[src/rtl/pdn_seq_pkg.sv]
package pdn_seq_pkg;

    typedef struct packed {
        logic t_val;
        logic c_val;
        logic t_oe;
        logic c_oe;
    } pair_drive_t;

    localparam pair_drive_t PAIR_TRUE_HIGH = '{t_val: 1'b1, c_val: 1'b0, t_oe: 1'b1, c_oe: 1'b0};
    localparam pair_drive_t PAIR_UNDRIVEN  = '{t_val: 1'b0, c_val: 1'b0, t_oe: 1'b0, c_oe: 1'b0};

    function automatic logic level_rose(input logic prev, input logic cur);
        return !prev && cur;
    endfunction

    function automatic logic level_fell(input logic prev, input logic cur);
        return prev && !cur;
    endfunction

    function automatic logic next_parked(input logic parked, input logic hold,
                                         input logic park_edge, input logic run_edge);
        if (parked)
            return !(!hold && run_edge);
        return hold && park_edge;
    endfunction

endpackage

[src/rtl/pdn_qualifier.sv]
module pdn_qualifier
    import pdn_seq_pkg::*;
#(
    parameter int SYNC_STAGES = 2,
    parameter int QUAL_EDGES  = 2
) (
    input  logic clk,
    input  logic rst,
    input  logic pd_n,
    input  logic qual_src,
    output logic stop_req
);
    localparam int CW = $clog2(QUAL_EDGES + 1);
    localparam logic [CW-1:0] CNT_FULL = CW'(QUAL_EDGES);

    logic [SYNC_STAGES-1:0] sync_q;
    logic                   pd_s;
    logic                   qual_prev_q;
    logic [CW-1:0]          cnt_q;

    assign pd_s     = sync_q[SYNC_STAGES-1];
    assign stop_req = (cnt_q == CNT_FULL);

    always_ff @(posedge clk) begin
        if (rst) begin
            sync_q      <= '1;
            qual_prev_q <= 1'b0;
            cnt_q       <= '0;
        end else begin
            sync_q      <= {sync_q[SYNC_STAGES-2:0], pd_n};
            qual_prev_q <= qual_src;
            if (pd_s)
                cnt_q <= '0;
            else if (level_rose(qual_prev_q, qual_src) && cnt_q != CNT_FULL)
                cnt_q <= cnt_q + 1'b1;
        end
    end

    // a synchronized high request withdraws the stop next cycle
    assert_release_clears_R2: assert property (@(posedge clk) disable iff (rst)
        pd_s |=> !stop_req);
    // a stop appears only while the synchronized request is low
    assert_stop_needs_low_R2: assert property (@(posedge clk) disable iff (rst)
        $rose(stop_req) |-> $past(!pd_s));

endmodule

[src/rtl/pdn_se_gate.sv]
module pdn_se_gate
    import pdn_seq_pkg::*;
(
    input  logic clk,
    input  logic rst,
    input  logic src,
    input  logic en,
    input  logic stop_req,
    output logic out_q,
    output logic parked_d
);
    logic prev_q;
    logic parked_q;
    logic hold;

    assign hold     = stop_req || !en;
    assign parked_d = next_parked(parked_q, hold,
                                  level_fell(prev_q, src), level_rose(prev_q, src));

    always_ff @(posedge clk) begin
        if (rst) begin
            prev_q   <= 1'b0;
            parked_q <= 1'b1;
            out_q    <= 1'b0;
        end else begin
            prev_q   <= src;
            parked_q <= parked_d;
            out_q    <= src && !parked_d;
        end
    end

    assert_hold_low_R3: assert property (@(posedge clk) disable iff (rst)
        (parked_q && hold) |=> !out_q);
    assert_restart_full_R6: assert property (@(posedge clk) disable iff (rst)
        (parked_q && !hold && !prev_q && src) |=> out_q);
    assert_disabled_stays_R8: assert property (@(posedge clk) disable iff (rst)
        (parked_q && !en) |=> parked_q);

endmodule

[src/rtl/pdn_diff_gate.sv]
module pdn_diff_gate
    import pdn_seq_pkg::*;
(
    input  logic        clk,
    input  logic        rst,
    input  logic        t_src,
    input  logic        c_src,
    input  logic        en,
    input  logic        mode,
    input  logic        stop_req,
    output pair_drive_t drive_q,
    output logic        parked_d
);
    logic prev_c_q;
    logic parked_q;
    logic hold;
    pair_drive_t drive_d;

    assign hold     = stop_req || !en;
    assign parked_d = next_parked(parked_q, hold,
                                  level_fell(prev_c_q, c_src), level_rose(prev_c_q, c_src));

    always_comb begin
        if (!parked_d)
            drive_d = '{t_val: t_src, c_val: c_src, t_oe: 1'b1, c_oe: 1'b1};
        else if (mode && stop_req)
            drive_d = PAIR_UNDRIVEN;
        else
            drive_d = PAIR_TRUE_HIGH;
    end

    always_ff @(posedge clk) begin
        if (rst) begin
            prev_c_q <= 1'b0;
            parked_q <= 1'b1;
            drive_q  <= PAIR_TRUE_HIGH;
        end else begin
            prev_c_q <= c_src;
            parked_q <= parked_d;
            drive_q  <= drive_d;
        end
    end

    assert_true_high_park_R4: assert property (@(posedge clk) disable iff (rst)
        (parked_q && stop_req && !mode) |=> (drive_q.t_val && drive_q.t_oe && !drive_q.c_oe));
    assert_undriven_park_R5: assert property (@(posedge clk) disable iff (rst)
        (parked_q && stop_req && mode) |=> (!drive_q.t_oe && !drive_q.c_oe));
    assert_release_drives_R6: assert property (@(posedge clk) disable iff (rst)
        (parked_q && !stop_req) |=> drive_q.t_oe);

endmodule

[src/rtl/pdn_clock_stop_seq.sv]
module pdn_clock_stop_seq
    import pdn_seq_pkg::*;
#(
    parameter int N_SE        = 4,
    parameter int N_DIFF      = 3,
    parameter int QUAL_PAIR   = 0,
    parameter int SYNC_STAGES = 2,
    parameter int QUAL_EDGES  = 2
) (
    input  logic              clk,
    input  logic              rst,
    input  logic              pd_n,
    input  logic [N_SE-1:0]   se_src,
    input  logic [N_SE-1:0]   se_en,
    input  logic [N_DIFF-1:0] dif_t_src,
    input  logic [N_DIFF-1:0] dif_c_src,
    input  logic [N_DIFF-1:0] dif_en,
    input  logic [N_DIFF-1:0] dif_mode,
    output logic [N_SE-1:0]   se_out,
    output logic [N_DIFF-1:0] dif_t_out,
    output logic [N_DIFF-1:0] dif_c_out,
    output logic [N_DIFF-1:0] dif_t_oe,
    output logic [N_DIFF-1:0] dif_c_oe,
    output logic              pd_ack
);
    localparam int N_ALL = N_SE + N_DIFF;

    logic              stop_req;
    logic [N_ALL-1:0]  parked_all;
    pair_drive_t       pair_drv [N_DIFF];

    pdn_qualifier #(
        .SYNC_STAGES (SYNC_STAGES),
        .QUAL_EDGES  (QUAL_EDGES)
    ) u_qual (
        .clk      (clk),
        .rst      (rst),
        .pd_n     (pd_n),
        .qual_src (dif_c_src[QUAL_PAIR]),
        .stop_req (stop_req)
    );

    for (genvar i = 0; i < N_SE; i++) begin : g_se
        pdn_se_gate u_gate (
            .clk      (clk),
            .rst      (rst),
            .src      (se_src[i]),
            .en       (se_en[i]),
            .stop_req (stop_req),
            .out_q    (se_out[i]),
            .parked_d (parked_all[i])
        );
    end

    for (genvar j = 0; j < N_DIFF; j++) begin : g_pair
        pdn_diff_gate u_gate (
            .clk      (clk),
            .rst      (rst),
            .t_src    (dif_t_src[j]),
            .c_src    (dif_c_src[j]),
            .en       (dif_en[j]),
            .mode     (dif_mode[j]),
            .stop_req (stop_req),
            .drive_q  (pair_drv[j]),
            .parked_d (parked_all[N_SE+j])
        );
        assign dif_t_out[j] = pair_drv[j].t_val;
        assign dif_c_out[j] = pair_drv[j].c_val;
        assign dif_t_oe[j]  = pair_drv[j].t_oe;
        assign dif_c_oe[j]  = pair_drv[j].c_oe;
    end

    always_ff @(posedge clk) begin
        if (rst)
            pd_ack <= 1'b0;
        else
            pd_ack <= stop_req && (&parked_all);
    end

    assert_ack_after_stop_R7: assert property (@(posedge clk) disable iff (rst)
        pd_ack |-> $past(stop_req));
    assert_ack_outputs_low_R7: assert property (@(posedge clk) disable iff (rst)
        pd_ack |-> (se_out == '0));

endmodule

[config.mk]
export PLATFORM = sky130hd
export DESIGN_NAME = pdn_clock_stop_seq
export DESIGN_NICKNAME = d
export VERILOG_FILES = /design/src/rtl/pdn_seq_pkg.sv /design/src/rtl/pdn_qualifier.sv /design/src/rtl/pdn_se_gate.sv /design/src/rtl/pdn_diff_gate.sv /design/src/rtl/pdn_clock_stop_seq.sv
export SDC_FILE = /design/constraint.sdc
export NUM_CORES = 1
export LEC_CHECK = 0
export BUFFER_PORTS_ARGS = -buffer_cell sky130_fd_sc_hd__buf_2
export CAP_MARGIN = 20
export CORE_MARGIN = 10
export CORE_UTILIZATION = 45
export CTS_CLUSTER_DIAMETER = 50
export DETAILED_ROUTE_END_ITERATION = 10
export PLACE_DENSITY = 0.72
export RECOVER_POWER = 25
export SYNTH_ARGS = -nofsm -noshare
export SYNTH_HDL_FRONTEND = slang
export SYNTH_HIERARCHICAL = 1
export SYNTH_SLANG_ARGS = --single-unit
export TNS_END_PERCENT = 30
[constraint.sdc]
create_clock -name clk -period 1.98 [get_ports clk]
set_input_delay 0.396 -clock clk [delete_from_list [all_inputs] [get_ports clk]]
set_output_delay 0.396 -clock clk [all_outputs]
set_load 0.01 [all_outputs]
==> results.cfg <==
[status]
status = finished, final reports clean

[worst_hold_path]
hold_path_class = input pin to flip-flop

[place]
placed_cell_area_um2 = 1660
portBuffers = 39
hpwl_um = 2120
finalWeightedCongestion = 0.774

[power_and_ir_drop]
leakage_nw = 0.741
peakVddDrop_mv = 0.493
powerDensity_nw_per_um2 = 792

[critical_path]
cp-start-kind = flip-flop
critical-path-top-delay-family = simple AND/OR/NAND/NOR gates
arrival_ps = 1910
cpPeakStageDelay_ps = 430
cp-end-kind = flip-flop
crit_buf_inv = 1
slowest_stage = ha_1
criticalPathCategory = flip-flop to flip-flop
path_max_fanout = 12
cp_cell_sequence = inv_1 -> ha_1 -> nand2b_1 -> a21o_1 -> and2_1 -> nand4b_1 -> nor3_2
required_ps = 2260

[sta]
rsz0062_at_grt = false
fin_skew_ps = 5.46
fmax_mhz = 612
setup_viol = 0
finalCritPeriodShare_pct = 82.6
hold_viol_final = 0
setup-tns-final_ps = 0
finalCriticalPeriod_ps = 1640
tightest_slew_ps = 1350
hold_ws_ps = 235
relSlewSlack_pct = 10.2
drv_slew = 0

[floorplanning]
die_x_um = 75.9
start_util_pct = 46.4
ioPinCount = 40
die_y_um = 75.9
die-area_um2 = 5760
core_um2 = 3030
rows = 20

[synthesis]
avgSynthCellArea_um2 = 10.5
ys_top_cells_by_count = dfxtp_1 (36), nand2b_1 (10), inv_1 (8), nor2_1 (8)
seq_area_frac_synth_pct = 51.2
synth_compound_area_share_pct = 20.0
synth.distinct_cells = 28
yosysTopAreaCellShare_pct = 51.2
synth.largest_area_cell = dfxtp_1
synthFlopType = dfxtp_1
synth_fa_ha_area_share_pct = 0.890
synth-seq-cells = 36
synthMuxAreaShare_pct = 1.60
synth-edff-count = 0
ys_top_cells_by_area = dfxtp_1 (51%), nand2b_1 (4.4%), nand2b_4 (3.9%), and2_1 (3.1%), nor2b_1 (3.1%)
yosys.area_share.simple_pct = 24.1
yosysMostFrequentCell = dfxtp_1
synthArstFlopShare_pct = 0
synth-xor-area-share_pct = 0
synth_top_family_by_area = simple AND/OR/NAND/NOR gates
syn_area_um2 = 1410
syn_inst = 134
synth_fp_nets = 158
yosys_warnings = 6

[clock_tree]
hold_buffers = 0
clock_latency_ps = 340
cts_made_buffers = 5
cts-root-buf = clkbuf_4
cts.htree.levels = 2
cts.path.max_buffers = 2
tritoncts = yes
cts.sinks = 36
path_clk_slew_ps = 100
postCtsSetupRepairBufs = 0
post_cts_resize_count = 0

[grt]
grt_pass1_vias = 1136
grt_remaining_overflow = 0
grt_pass1_wl_um = 5020
grt_usage_pct = 10.5
grt_max_degree = 35
antenna_found_initial = 0

[routing]
viasPerCell = 4.79
initialDrtViolationCount = 41
avgRoutedWirePerCell_um = 12.7
num_vias = 1077
firstDrtPassIters = 4
final_antenna_net_count = 0
drc_errors = 0
routed_wl_um = 2860

[finish]
layout-drive-gt1-share_pct = 33.7
area_growth_pct = 21.6
fin_area_um2 = 1710
diodes = 0
fillers = 272
finish.net_count = 204

[job]
maxCapViolations = 0
[worst paths after layout]
path	start	depth (start not counted)	to	slack, ps
setup / recovery	u_qual/cnt_q[0]	7	pd_ack	340
hold / removal	pd_n	2	u_qual/sync_q[0]	230
setup reg to reg	u_qual/cnt_q[0]	7	pd_ack	340
hold reg to reg	u_qual/sync_q[0]	1	u_qual/sync_q[1]	420
[final cells by class]
cell class / instances / area, um^2 / area share, %
multi-input cells: 90 / 656 / 38.3
clock buffers: 8 / 58.8 / 3.44
repair buffers: 39 / 190 / 11.1
flip-flops and latches: 36 / 721 / 42.1
inverters: 8 / 30.0 / 1.76
well taps: 44 / 55.1 / 3.22
[layer usage]
layer  part of all wire [%]  vias to the layer above  wire (um)  track usage (%)
li1                       -                      562          -                -
met1                     48                      476       1380             11.5
met2                     43                       32       1220             16.4
met3                    6.8                        7        194             4.72
met4                    2.1                        0         59             5.68
met5                      0                        -          0                0
[flip-flops by register name (all words and copies together), names as in the netlist]
signal / flops
g_se.u_gate/out_q: 4
u_qual/sync_q: 2
g_se.u_gate/prev_q: 4
g_pair.u_gate/prev_c_q: 3
g_se.u_gate/parked_q: 4
pd_ack: 1
g_pair.u_gate/parked_q: 3
u_qual/qual_prev_q: 1
g_pair.u_gate/drive_q: 12
u_qual/cnt_q: 2
[cells by family (layout without fill, tap and decap cells)]
kind of cell             count (synthesis)  count (layout)
buffers and inverters                    8              55
AND/OR/NAND/NOR                         50              50
flip-flops                              36              36
adder cells (fa/ha/maj)                  1               1
multiplexers                             2               2
AO/OA/AOI/OAI                           37              37
[through the flow]
| stage | power, mW | setup slack (ps) | std cells | util (%) |
|---|---|---|---|---|
| after floorplan | 0.899 | 558 | 134 | - |
| final | 1.36 | 345 | 225 | 56.5 |
| after detailed placement | 0.969 | 349 | 217 | 54.7 |
| after global placement | 0.965 | 418 | 217 | 54.7 |
| after global routing | 1.43 | 176 | 225 | 56.5 |
| after CTS | 1.38 | 336 | 225 | 56.7 |
[layout by cell type, fill, tap and decap left out, types with 3 or more instances in the layout]
cell	instances
dfxtp_1	36
buf_2	35
nand2b_1	10
inv_1	8
nor2_1	8
nor2b_1	7
and2_1	7
a21oi_1	7
clkbuf_1	6
clkbuf_4	5
nand2b_4	4
a21oi_2	4
o21ai_0	4
o21bai_1	4
or2_4	3
a21o_1	3
a21boi_0	3
o2111ai_1	3
a21o_2	3
a2111o_1	3
o311a_1	3
[report_power, final]
part | internal [mW] | switching [mW]
sequential | 0.763 | 0.0196
clock | 0.175 | 0.229
combinational | 0.0829 | 0.0853
(Power assumes the default switching activity.)
